--- src/rtl/rtc_irq_pkg.sv ---
package rtc_irq_pkg;
  localparam int DATA_W    = 8;
  localparam int CTRL_BITS = 3;
  localparam int NUM_FLAGS = 3;

  // control byte bit positions
  localparam int BIT_MODE = 2;
  localparam int BIT_A2EN = 1;
  localparam int BIT_A1EN = 0;

  // status byte bit positions
  localparam int BIT_OSF = 7;
  localparam int BIT_A2F = 1;
  localparam int BIT_A1F = 0;

  // flag slot numbering inside the flag bank
  localparam int SLOT_A1  = 0;
  localparam int SLOT_A2  = 1;
  localparam int SLOT_OSC = 2;

  typedef struct packed {
    logic mode;
    logic a2_en;
    logic a1_en;
  } ctrl_t;

  function automatic int slot_bit(input int slot);
    case (slot)
      SLOT_A1: return BIT_A1F;
      SLOT_A2: return BIT_A2F;
      default: return BIT_OSF;
    endcase
  endfunction

  function automatic logic slot_rst_val(input int slot);
    return (slot == SLOT_OSC) ? 1'b1 : 1'b0;
  endfunction
endpackage

--- src/rtl/rtc_rst_sync.sv ---
module rtc_rst_sync #(
  parameter int STAGES = 2
) (
  input  logic clk,
  input  logic rst_ni,
  output logic rst_no
);
  logic [STAGES-1:0] sync_q;
  logic [STAGES-1:0] sync_d;

  always_comb begin
    sync_d = {sync_q[STAGES-2:0], 1'b1};
  end

  always_ff @(posedge clk or negedge rst_ni) begin
    if (!rst_ni) begin
      sync_q <= '0;
    end else begin
      sync_q <= sync_d;
    end
  end

  assign rst_no = sync_q[STAGES-1];
endmodule

--- src/rtl/rtc_ctrl_reg.sv ---
module rtc_ctrl_reg
  import rtc_irq_pkg::*;
(
  input  logic                 clk,
  input  logic                 rst_ni,
  input  logic                 wr_en_i,
  input  logic [CTRL_BITS-1:0] wdata_i,
  output ctrl_t                ctrl_o
);
  ctrl_t ctrl_q;
  ctrl_t ctrl_d;

  always_comb begin
    ctrl_d       = ctrl_q;
    ctrl_d.mode  = wdata_i[BIT_MODE];
    ctrl_d.a2_en = wdata_i[BIT_A2EN];
    ctrl_d.a1_en = wdata_i[BIT_A1EN];
  end

  always_ff @(posedge clk or negedge rst_ni) begin
    if (!rst_ni) begin
      ctrl_q <= '0;
    end else if (wr_en_i) begin
      ctrl_q <= ctrl_d;
    end
  end

  assign ctrl_o = ctrl_q;


  ctrl_load_chk: assert property (@(posedge clk) disable iff (!rst_ni)
    wr_en_i |=> (ctrl_o == ctrl_t'($past(wdata_i))));


  ctrl_hold_chk: assert property (@(posedge clk) disable iff (!rst_ni)
    !wr_en_i |=> $stable(ctrl_o));
endmodule

--- src/rtl/rtc_sticky_flag.sv ---
module rtc_sticky_flag #(
  parameter logic RST_VAL = 1'b0
) (
  input  logic clk,
  input  logic rst_ni,
  input  logic set_i,
  input  logic clr_i,
  output logic flag_o
);
  logic flag_q;
  logic flag_d;
  logic flag_en;

  always_comb begin
    flag_en = set_i | clr_i;
    flag_d  = set_i;
  end

  always_ff @(posedge clk or negedge rst_ni) begin
    if (!rst_ni) begin
      flag_q <= RST_VAL;
    end else if (flag_en) begin
      flag_q <= flag_d;
    end
  end

  assign flag_o = flag_q;


  flag_set_chk: assert property (@(posedge clk) disable iff (!rst_ni)
    set_i |=> flag_o);


  flag_no_sw_set_chk: assert property (@(posedge clk) disable iff (!rst_ni)
    (!set_i && !flag_o) |=> !flag_o);


  flag_fall_cause_chk: assert property (@(posedge clk) disable iff (!rst_ni)
    $fell(flag_o) |-> $past(clr_i));
endmodule

--- src/rtl/rtc_irq_route.sv ---
module rtc_irq_route
  import rtc_irq_pkg::*;
(
  input  ctrl_t ctrl_i,
  input  logic  a1f_i,
  input  logic  a2f_i,
  input  logic  sqw_i,
  output logic  inta_no,
  output logic  sqw_intb_no
);
  logic a1_req;
  logic a2_req;
  logic a2_to_a;
  logic a2_to_b;

  always_comb begin
    a1_req  = a1f_i & ctrl_i.a1_en;
    a2_req  = a2f_i & ctrl_i.a2_en;
    a2_to_a = a2_req & ~ctrl_i.mode;
    a2_to_b = a2_req &  ctrl_i.mode;
    inta_no = ~(a1_req | a2_to_a);
    if (ctrl_i.mode) begin
      sqw_intb_no = ~a2_to_b;
    end else begin
      sqw_intb_no = sqw_i;
    end
  end
endmodule

--- src/rtl/rtc_irq_router.sv ---
module rtc_irq_router
  import rtc_irq_pkg::*;
#(
  parameter int                ADDR_W      = 8,
  parameter logic [ADDR_W-1:0] CTRL_ADDR   = 8'h0E,
  parameter logic [ADDR_W-1:0] STAT_ADDR   = 8'h0F,
  parameter int                SYNC_STAGES = 2
) (
  input  logic              clk,
  input  logic              rst_n,
  input  logic              alarm1_hit,
  input  logic              alarm2_hit,
  input  logic              osc_halted,
  input  logic              sqw_src,
  input  logic [ADDR_W-1:0] reg_addr,
  input  logic              reg_wr,
  input  logic [DATA_W-1:0] reg_wdata,
  output logic [DATA_W-1:0] reg_rdata,
  output logic              inta_n,
  output logic              sqw_intb_n
);
  logic                 rst_sync_n;
  logic                 ctrl_wr;
  logic                 stat_wr;
  ctrl_t                ctrl;
  logic [NUM_FLAGS-1:0] set_vec;
  logic [NUM_FLAGS-1:0] clr_vec;
  logic [NUM_FLAGS-1:0] flag_vec;
  logic                 unused_wbits;

  assign unused_wbits = ^reg_wdata[BIT_OSF-1:CTRL_BITS];

  rtc_rst_sync #(.STAGES(SYNC_STAGES)) u_rst_sync (
    .clk    (clk),
    .rst_ni (rst_n),
    .rst_no (rst_sync_n)
  );

  always_comb begin
    ctrl_wr = reg_wr & (reg_addr == CTRL_ADDR);
    stat_wr = reg_wr & (reg_addr == STAT_ADDR);
    set_vec[SLOT_A1]  = alarm1_hit;
    set_vec[SLOT_A2]  = alarm2_hit;
    set_vec[SLOT_OSC] = osc_halted;
  end

  rtc_ctrl_reg u_ctrl (
    .clk     (clk),
    .rst_ni  (rst_sync_n),
    .wr_en_i (ctrl_wr),
    .wdata_i (reg_wdata[CTRL_BITS-1:0]),
    .ctrl_o  (ctrl)
  );

  for (genvar g = 0; g < NUM_FLAGS; g++) begin : g_flag
    assign clr_vec[g] = stat_wr & ~reg_wdata[slot_bit(g)];
    rtc_sticky_flag #(.RST_VAL(slot_rst_val(g))) u_flag (
      .clk    (clk),
      .rst_ni (rst_sync_n),
      .set_i  (set_vec[g]),
      .clr_i  (clr_vec[g]),
      .flag_o (flag_vec[g])
    );
  end

  rtc_irq_route u_route (
    .ctrl_i      (ctrl),
    .a1f_i       (flag_vec[SLOT_A1]),
    .a2f_i       (flag_vec[SLOT_A2]),
    .sqw_i       (sqw_src),
    .inta_no     (inta_n),
    .sqw_intb_no (sqw_intb_n)
  );

  always_comb begin
    reg_rdata = '0;
    if (reg_addr == CTRL_ADDR) begin
      reg_rdata[CTRL_BITS-1:0] = ctrl;
    end else if (reg_addr == STAT_ADDR) begin
      for (int s = 0; s < NUM_FLAGS; s++) begin
        reg_rdata[slot_bit(s)] = flag_vec[s];
      end
    end
  end


  a1_pin_chk: assert property (@(posedge clk) disable iff (!rst_sync_n)
    (flag_vec[SLOT_A1] && ctrl.a1_en) |-> !inta_n);


  sqw_pass_chk: assert property (@(posedge clk) disable iff (!rst_sync_n)
    !ctrl.mode |-> (sqw_intb_n == sqw_src));


  quiet_pin_chk: assert property (@(posedge clk) disable iff (!rst_sync_n)
    (!ctrl.a1_en && !ctrl.a2_en) |-> inta_n);


  osc_set_chk: assert property (@(posedge clk) disable iff (!rst_sync_n)
    osc_halted |=> reg_wr || (reg_addr != STAT_ADDR) || reg_rdata[BIT_OSF]);
endmodule

--- config.mk ---
export PLATFORM = sky130hd
export DESIGN_NAME = rtc_irq_router
export DESIGN_NICKNAME = d
export VERILOG_FILES = /design/src/rtl/rtc_irq_pkg.sv /design/src/rtl/rtc_rst_sync.sv /design/src/rtl/rtc_ctrl_reg.sv /design/src/rtl/rtc_sticky_flag.sv /design/src/rtl/rtc_irq_route.sv /design/src/rtl/rtc_irq_router.sv
export SDC_FILE = /design/constraint.sdc
export NUM_CORES = 1
export LEC_CHECK = 0
export BUFFER_PORTS_ARGS = -buffer_cell sky130_fd_sc_hd__buf_2
export CORE_MARGIN = 2
export CORE_UTILIZATION = 33
export DETAILED_ROUTE_END_ITERATION = 8
export GPL_TIMING_DRIVEN = 0
export MAX_ROUTING_LAYER = met4
export PLACE_DENSITY = 0.71
export SLEW_MARGIN = 20
export SYNTH_ARGS = -nofsm -noshare
export SYNTH_HDL_FRONTEND = slang
export SYNTH_SLANG_ARGS = --single-unit
--- constraint.sdc ---
create_clock -name clk -period 1.8 [get_ports clk]
set_input_delay 0.36 -clock clk [delete_from_list [all_inputs] [get_ports clk]]
set_output_delay 0.36 -clock clk [all_outputs]
set_load 0.1 [all_outputs]
==> results of run 1 <==
==> power by group through the flow <==
stage          sequential, mW  combinational (mW)  clock, mW
2_1_floorplan           0.194              0.0867          0
3_3_place_gp            0.196               0.111          0
3_5_place_dp            0.196               0.112          0
4_1_cts                 0.193               0.116      0.154
5_1_grt                 0.194               0.124      0.166
6_report                0.193               0.118      0.147
==> per-layer routing <==
layer | track usage | up-vias | wire (um)
met5 | - | - | 0
met4 | 0.103 | 0 | 0
met3 | 0.0333 | 0 | 64
met2 | 0.222 | 16 | 492
met1 | 0.147 | 183 | 403
li1 | - | 206 | -
==> placed cells by master (no fill, tap or decap), types with 3 or more instances in the layout <==
cell	instances
sky130_fd_sc_hd__o41ai_1	3
sky130_fd_sc_hd__buf_4	6
sky130_fd_sc_hd__buf_2	19
sky130_fd_sc_hd__buf_12	3
sky130_fd_sc_hd__mux2_4	3
sky130_fd_sc_hd__conb_1	5
sky130_fd_sc_hd__dfrtp_1	7
sky130_fd_sc_hd__nand2b_1	3
sky130_fd_sc_hd__clkbuf_4	3
==> cells by family after synthesis <==
family | count (synthesis) | synth area share
AOI/OAI and AO/OA | 7 | 0.128
buffers and inverters | 6 | 0.0904
other | 2 | 0.0175
and+or+nand+nor | 14 | 0.189
muxes | 3 | 0.105
DFF | 8 | 0.469
==> cell usage after synthesis (all sizes together) <==
master | count | area [um^2]
a21oi | 1 | 5.00
a22o | 2 | 17.5
a31oi | 1 | 6.26
and2 | 2 | 12.5
buf | 5 | 35.0
conb | 2 | 7.51
dfrtp | 7 | 175
dfstp | 1 | 26.3
inv | 1 | 3.75
mux2 | 3 | 45.0
nand2 | 1 | 3.75
nand2b | 3 | 18.8
nand3 | 1 | 5.00
nand4 | 1 | 6.26
nor2 | 3 | 11.3
nor3 | 1 | 5.00
o41ai | 3 | 26.3
or4 | 2 | 18.8
==> worst max-delay path by stage <==
stage	slack, ns	depth (start not counted)	endpoint
detailed placement	-0.51	6	reg_rdata[0]
global placement	-0.51	6	reg_rdata[7]
floorplan	-0.26	4	reg_rdata[0]
CTS	-0.20	5	reg_rdata[0]
global route	-0.22	5	reg_rdata[0]
finish	-0.18	6	u_ctrl.ctrl_o[2]
==> area by class of cell <==
cell class                      instances  area (um^2)  area share
Buffer                                  4         30.0      0.0406
Clock buffer                            4         26.3      0.0355
Inverter                                1         3.75     0.00508
Multi-Input combinational cell         29          243       0.328
Sequential cell                         8          201       0.272
Tap cell                               14         17.5      0.0237
Timing Repair Buffer                   28          218       0.294
==> worst max-delay path, stage by stage <==
cell and delay, ns:
sky130_fd_sc_hd__buf_6 0.09, sky130_fd_sc_hd__or4_4 0.57, sky130_fd_sc_hd__buf_4 0.16, sky130_fd_sc_hd__buf_6 0.11
sky130_fd_sc_hd__or4_4 0.51, sky130_fd_sc_hd__mux2_4 0.31
==> flip-flops by register name, summed over array words and instances, names as in the netlist <==
name / cells
u_ctrl.ctrl_o: 3
g_flag.u_flag.flag_o: 3
u_rst_sync.sync_q: 2
==> metrics by stage <==
| step | power [mW] | setup WS (ns) | hold slack, ns | util | setup TNS [ns] |
|---|---|---|---|---|---|
| after floorplan | 0.281 | -0.264 | 0.0644 | - | -1.21 |
| after global placement | 0.307 | -0.505 | 0.0959 | 0.540 | -2.93 |
| after detailed placement | 0.308 | -0.508 | 0.105 | 0.540 | -2.96 |
| after CTS | 0.464 | -0.201 | 0.101 | 0.623 | -0.888 |
| after global routing | 0.484 | -0.217 | 0.115 | 0.640 | -1.30 |
| final | 0.458 | -0.180 | 0.0891 | 0.640 | -1.12 |
==> repair_timing <==
item	in CTS	in global routing
resized for setup	17	1
pin swaps	4	1
hold endpoints to repair	2	0
buffers inserted	1	2
hold buffers	1	0
setup endpoints to repair	7	7
==> impl_metrics.ini, run 1 <==
[outcome]
outcome = finished, violations left
failed_checks = setup timing

[drt]
drt.antenna.violating_nets = 0
wl_per_cell_um = 10.9
drc = 0
detailedRoute.firstIterationViolations = 2
totalWireLength_um = 960
drt_first_pass_iters = 2
vias = 405
vias_per_cell = 4.60

[setup_path]
crit-reg2reg-capture = u_ctrl.ctrl_o[2]
crit-reg2reg-launch = u_ctrl.ctrl_o[2]
crit_type = in -> reg
worst-path-max-fanout = 3
worstPathArrival_ns = 2.11
crit_path_start = reg_addr[4]
worstPathRequired_ns = 1.93
timing.reg2reg.worst_path_depth = 1
crit_path_end_kind = register
setup.worst_path.start_class = primary input
rrSetupSlack_ns = 0.98

[power_and_ir_drop]
p_seq_frac = 0.421
p_int_mw = 0.308
ir_worst_vdd_mv = 0.478
leakagePower_nw = 0.367
clock_power_share = 0.320
power.share.combinational = 0.259
power_density_mw_per_mm2 = 619
power.net_switching_mw = 0.150
net_switching_share_of_the_total_power = 0.328

[synthesis]
synth-seq-area-share = 0.469
syn-cell-area_um2 = 429
synth_area_per_cell_um2 = 10.7
synth.yosys.warnings = 0
postSynthRegisterBits = 8
library_cells_used_by_synthesis = 20
netlist_instances = 40

[floorplanning]
row_count = 12
floorplan.initialDensity = 0.371
die-area_mm2 = 0.00160
io_pins = 33
fp.coreArea_mm2 = 0.00116
die_width_um = 40.1
dieHeight_um = 40.1

[global_routing]
grt_pass1_vias = 343
grt_usage = 0.139
grt_antenna_before_repair = 0
wire_length_of_the_first_global_routing_pass_um = 1370
grt_overflow = 0
pin_count_of_the_biggest_net_entering_global_routing = 7

[cts]
cts_tree = yes
cts.root.buffer_cell = sky130_fd_sc_hd__clkbuf_4
cts_htree_levels = 1
number_of_buffers_on_the_longest_clock_path = 2
clk-insertion-delay-late_ns = 0.26
clock_sinks = 8
cts_buffer_count = 3
clkSlewWorstSetupHoldPaths_ns = 0.06

[min_path]
hold_class = reg -> async

[final_layout]
n_antenna_cell = 0
final_net_count = 98
final_cell_area_um2 = 739
filler_cell_count = 107
share_of_layout_cells_above_drive_strength_1 = 0.649
flow.area_growth_from_synthesis_pct = 72.3
layout.cells.non_filler = 88

[placement]
dpl_cell_area_um2 = 624
routabilityCongestion = 0.773
port-buffer-count = 24
dpl_cells = 81

[sta]
finClkSkew_ns = 0.00694
postLayoutSetupSlackWorst_ns = -0.180
report.final.hold_viol_count = 0
period_share = 1.10
setup_repair_after_global_routing_missed_its_margin = true
final-setup-viol-count = 7
achievable-frequency_mhz = 505
final_count_of_pins_violating_max_slew = 0
min_period_ns = 1.98

[run]
max-cap-violations = 0
Power figures use the tool's default switching activity.
==> inputs of run 2 (changes only) <==
- ABC_AREA: default -> 1
- CORE_UTILIZATION: 33 -> 36
- PLACE_DENSITY: 0.71 -> 0.73
==> run 2 against run 1 <==
  * The flow now finishes without violations
  * Clock power fell by 3%
  * Worst hold slack about the same
  * Largest cell class is now multi-input gates
  * Maximum frequency up 18%
  * Sequential share of layout area is 0.76 points higher
  * Wire length up 3.0%
==> impl_metrics.ini, run 2 <==
[global_routing]
pin_count_of_the_biggest_net_entering_global_routing = 11
wire_length_of_the_first_global_routing_pass_um = 1750
grt_overflow = 0
grt_antenna_before_repair = 0
grt_pass1_vias = 464
grt_usage = 0.135

[final_layout]
flow.area_growth_from_synthesis_pct = 42.3
n_antenna_cell = 0
final_net_count = 121
final_cell_mix = sky130_fd_sc_hd__buf_2, sky130_fd_sc_hd__nand2_1, sky130_fd_sc_hd__inv_1
commonest_non_fill_non_tap_cell_in_the_layout = sky130_fd_sc_hd__buf_2
filler_cell_count = 130
share_of_layout_cells_above_drive_strength_1 = 0.474
final_cell_area_um2 = 719

[setup_path]
crit-reg2reg-capture = g_flag[2].u_flag.flag_o
crit_path_end_kind = output port
worstPathRequired_ns = 1.44
setup.worst_path.start_class = register
timing.reg2reg.worst_path_depth = 2
worst-path-max-fanout = 4
rrSetupSlack_ns = 1.12
crit_type = reg -> out
crit-reg2reg-launch = g_flag[2].u_flag.flag_o
worstPathArrival_ns = 1.31

[cts]
cts_htree_levels = 1
cts_tree = yes
number_of_buffers_on_the_longest_clock_path = 2
clock_sinks = 8
cts.root.buffer_cell = sky130_fd_sc_hd__clkbuf_4
cts_buffer_count = 3
clkSlewWorstSetupHoldPaths_ns = 0.06
clk-insertion-delay-late_ns = 0.25

[floorplanning]
fp.coreArea_mm2 = 0.00130
io_pins = 33
die_width_um = 41.5
row_count = 13
die-area_mm2 = 0.00172
floorplan.initialDensity = 0.388
dieHeight_um = 41.5

[synthesis]
synth_async_sr_flop_share = 1.00
netlist_top_cells_area = sky130_fd_sc_hd__dfrtp_1, sky130_fd_sc_hd__nand2_1, sky130_fd_sc_hd__inv_1
yosys.area.top_type_share = 0.347
most_repeated_cell_in_the_gate_level_netlist_after_synthesis = sky130_fd_sc_hd__nand2_1
synthDominantAreaCellType = sky130_fd_sc_hd__dfrtp_1
synth_area_per_cell_um2 = 7.78
netlist_top_cells_count = sky130_fd_sc_hd__nand2_1, sky130_fd_sc_hd__inv_1, sky130_fd_sc_hd__dfrtp_1
synth_edf_count = 0
postSynthRegisterBits = 8
synthFlopType = sky130_fd_sc_hd__dfrtp_1
synth-seq-area-share = 0.399
synth.yosys.warnings = 0
syn-cell-area_um2 = 505
library_cells_used_by_synthesis = 20
netlist_instances = 65

[sta]
finClkSkew_ns = 0.00706
setup_repair_after_global_routing_missed_its_margin = false
final_count_of_pins_violating_max_slew = 0
final-setup-viol-count = 0
achievable-frequency_mhz = 598
period_share = 0.929
min_period_ns = 1.67
report.final.hold_viol_count = 0

[placement]
dpl.hpwl_um = 823
port-buffer-count = 24
routabilityCongestion = 0.773
dpl_cell_area_um2 = 673

[min_path]
hold_class = reg -> async

[power_and_ir_drop]
power_density_mw_per_mm2 = 640
p_int_mw = 0.304
ir_worst_vdd_mv = 0.438
total_power_mw = 0.460
leakagePower_nw = 0.420
net_switching_share_of_the_total_power = 0.339
power.net_switching_mw = 0.156
p_seq_frac = 0.418
power.share.combinational = 0.271
clock_power_share = 0.311

[drt]
drt.antenna.violating_nets = 0
totalWireLength_um = 989
vias_per_cell = 4.42
drc = 0
vias = 495
drt_first_pass_iters = 4
wl_per_cell_um = 8.83
detailedRoute.firstIterationViolations = 1

[run]
max-cap-violations = 0

[outcome]
outcome = complete, no violations
## run 2: per-stage QoR
step,utilization,setup slack (ns),hold WS (ns),setup TNS [ns],instances
after floorplan,-,0.0355,0.0644,0,68
after global placement,0.517,-0.00346,0.0950,-0.00651,107
after detailed placement,0.517,-0.00751,0.102,-0.0144,107
after CTS,0.553,0.112,0.0988,0,112
after global routing,0.553,0.0386,0.114,0,112
final,0.553,0.127,0.0887,0,112
## run 2: layout make-up
| cell class | count | area, um^2 | area share |
|---|---|---|---|
| multi-input cells | 44 | 250 | 0.348 |
| well taps | 15 | 18.8 | 0.0261 |
| flip-flops and latches | 8 | 201 | 0.280 |
| inverters | 11 | 41.3 | 0.0574 |
| clock buffers | 4 | 26.3 | 0.0365 |
| repair buffers | 25 | 140 | 0.195 |
| plain buffers | 5 | 41.3 | 0.0574 |
## run 2: cells by family (layout without fill, tap and decap cells)
kind of cell	count (synthesis)	in the layout	synth area share
buffers and inverters	16	45	0.163
DFF	8	8	0.399
and+or+nand+nor	37	37	0.401
AOI/OAI and AO/OA	2	2	0.0223
other	2	5	0.0149
## run 2: layer usage
metal / wire length [um] / up-vias / global-route usage / share of wire
met5: 0 / - / - / 0
met4: 19 / 0 / 0.123 / 0.019
met3: 73 / 4 / 0.0261 / 0.074
met2: 497 / 19 / 0.197 / 0.50
met1: 398 / 213 / 0.155 / 0.40
li1: - / 259 / - / -
## run 2: worst max path at each step
stage	startpoint	endpoint	cells after the start
final	u_ctrl.ctrl_o[1]	inta_n	4
after global routing	reg_addr[5]	reg_rdata[0]	8
after CTS	u_ctrl.ctrl_o[1]	inta_n	4
after detailed placement	reg_addr[6]	reg_rdata[1]	8
after global placement	reg_addr[6]	reg_rdata[7]	7
after floorplan	u_ctrl.ctrl_o[2]	sqw_intb_n	2
## run 2: critical path: stages (launching register included)
cell                      delay (ns)
sky130_fd_sc_hd__dfrtp_1        0.42
sky130_fd_sc_hd__nand2_1        0.08
sky130_fd_sc_hd__nor2_1         0.04
sky130_fd_sc_hd__a21oi_2        0.09
sky130_fd_sc_hd__buf_2          0.43
## run 2: power by group through the flow
stage / clock network [mW] / logic, mW / registers (mW)
final: 0.143 / 0.125 / 0.192
after global routing: 0.165 / 0.133 / 0.193
after CTS: 0.153 / 0.125 / 0.192
after detailed placement: 0 / 0.123 / 0.196
after global placement: 0 / 0.122 / 0.195
after floorplan: 0 / 0.0934 / 0.194
## run 2: what timing repair did
item / in CTS / in global routing
endpoints found under the setup margin: 4 / 0
endpoints found under the hold margin: 2 / 0
hold buffers: 1 / 0
resized for setup: 4 / 0
setup buffers: 0 / 0
==> inputs of run 3 (changes only) <==
- GPL_TIMING_DRIVEN: 0 -> 1
- MAX_ROUTING_LAYER: met4 -> default
==> run 3 against run 2 <==
  * Wire length is 5.8% higher
  * Non-clock buffer count is 2 lower
  * Clock power hardly changed
  * Combinational power is 4% lower
  * Final area is 4.3% higher
  * Final cell count is 1.8% lower
  * Critical path depth stayed put
  * Utilization is 2.4 points higher
  * Largest cell class unchanged
==> impl_metrics.ini, run 3 (same netlist as run 2, synthesis figures left out) <==
[final_layout]
n_antenna_cell = 0
layout.cells.non_filler = 110
flow.area_growth_from_synthesis_pct = 48.5
commonest_non_fill_non_tap_cell_in_the_layout = sky130_fd_sc_hd__buf_2
share_of_layout_cells_above_drive_strength_1 = 0.463
final_net_count = 119
final_cell_mix = sky130_fd_sc_hd__buf_2, sky130_fd_sc_hd__nand2_1, sky130_fd_sc_hd__inv_1
finalCoreUtilization = 0.577
filler_cell_count = 130

[drt]
drc = 0
totalWireLength_um = 1050
wl_per_cell_um = 9.51
detailedRoute.firstIterationViolations = 7
drt.antenna.violating_nets = 0
vias = 527
drt_first_pass_iters = 4
vias_per_cell = 4.79

[cts]
cts_htree_levels = 1
clkSlewWorstSetupHoldPaths_ns = 0.06
cts.root.buffer_cell = sky130_fd_sc_hd__clkbuf_4
clock_sinks = 8
post-cts-setup-buffers = 0
number_of_buffers_on_the_longest_clock_path = 2
cts_tree = yes
clk-insertion-delay-late_ns = 0.25
cts_buffer_count = 3
cts-resized-gates = 0

[placement]
dpl.hpwl_um = 864
dpl_cells = 105
port-buffer-count = 24
dp_worst_setup_slack_ns = 0.249
routabilityCongestion = 0.843

[min_path]
hold_class = reg -> async

[outcome]
outcome = complete, no violations

[global_routing]
grt_antenna_before_repair = 0
grt_overflow = 0
grt_pass1_vias = 485
pin_count_of_the_biggest_net_entering_global_routing = 10
grt_usage = 0.141
wire_length_of_the_first_global_routing_pass_um = 1900

[floorplanning]
die-area_mm2 = 0.00172
io_pins = 33
floorplan.initialDensity = 0.388
fp.coreArea_mm2 = 0.00130
dieHeight_um = 41.5
row_count = 13
die_width_um = 41.5

[sta]
min_period_ns = 1.68
achievable-frequency_mhz = 594
setup_repair_after_global_routing_missed_its_margin = false
report.final.hold_viol_count = 0
final_count_of_pins_violating_max_slew = 0
finClkSkew_ns = 0.00757
setup_tns_ns = 0
period_share = 0.935
final-setup-viol-count = 0
postLayoutSetupSlackWorst_ns = 0.117

[setup_path]
setup.worst_path.start_class = register
crit_path_start = g_flag[1].u_flag.flag_o
worst-path-max-fanout = 4
crit_type = reg -> out
crit_path_end_kind = output port
crit-reg2reg-launch = u_ctrl.ctrl_o[2]
worstPathRequired_ns = 1.44
worstPathArrival_ns = 1.32
rrSetupSlack_ns = 1.12

[power_and_ir_drop]
leakagePower_nw = 0.418
ir_worst_vdd_mv = 0.509
power_density_mw_per_mm2 = 610

[run]
max-cap-violations = 0
==> run 3: worst max-delay path, cell delays in order, from the launching register on <==
cell and delay [ns]:
sky130_fd_sc_hd__dfrtp_1 0.42, sky130_fd_sc_hd__nand2_1 0.08, sky130_fd_sc_hd__nor2_1 0.04, sky130_fd_sc_hd__a21oi_2 0.10, sky130_fd_sc_hd__buf_2 0.43
==> run 3: worst paths after layout <==
check | to | cells after the start
max reg2reg | u_ctrl.ctrl_o[2] | 2
max in group asynchronous | u_rst_sync.sync_q[1] | 2
max | inta_n | 4
min in group clk | g_flag[1].u_flag.flag_o | 3
min | u_ctrl.ctrl_o[1] | 0
min reg2reg | u_ctrl.ctrl_o[1] | 0
==> run 3: timing repair <==
item,in CTS,in global routing
hold buffers,1,0
endpoints found under the hold margin,2,0
endpoints found under the setup margin,0,0
==> run 3: power by group <==
group	total (mW)	leakage (nW)	switching [mW]	internal [mW]
logic	0.120	0.311	0.0903	0.0295
clock network	0.145	0.0150	0.0604	0.0847
registers	0.193	0.0927	0.00696	0.186
total	0.458	0.418	0.158	0.300
==> run 3: layout make-up <==
cell class / instances / area, um^2 / area share
multi-input cells: 44 / 250 / 0.333
repair buffers: 28 / 213 / 0.283
flip-flops and latches: 8 / 201 / 0.268
inverters: 11 / 41.3 / 0.0550
clock buffers: 4 / 26.3 / 0.0350
well taps: 15 / 18.8 / 0.0250
==> run 3: per-layer routing <==
metal,share of wire,vias to the layer above,track usage
met5,0,-,0
met4,0,0,0.0581
met3,0.057,0,0.0391
met2,0.54,15,0.253
met1,0.40,253,0.155
li1,-,259,-
==> run 3: metrics by stage <==
stage,hold WS [ns],area [um^2],total power [mW]
2_1_floorplan,0.0644,534,0.287
3_3_place_gp,0.0963,714,0.312
3_5_place_dp,0.0991,714,0.314
4_1_cts,0.0945,751,0.465
5_1_grt,0.102,751,0.482
6_report,0.0879,751,0.458
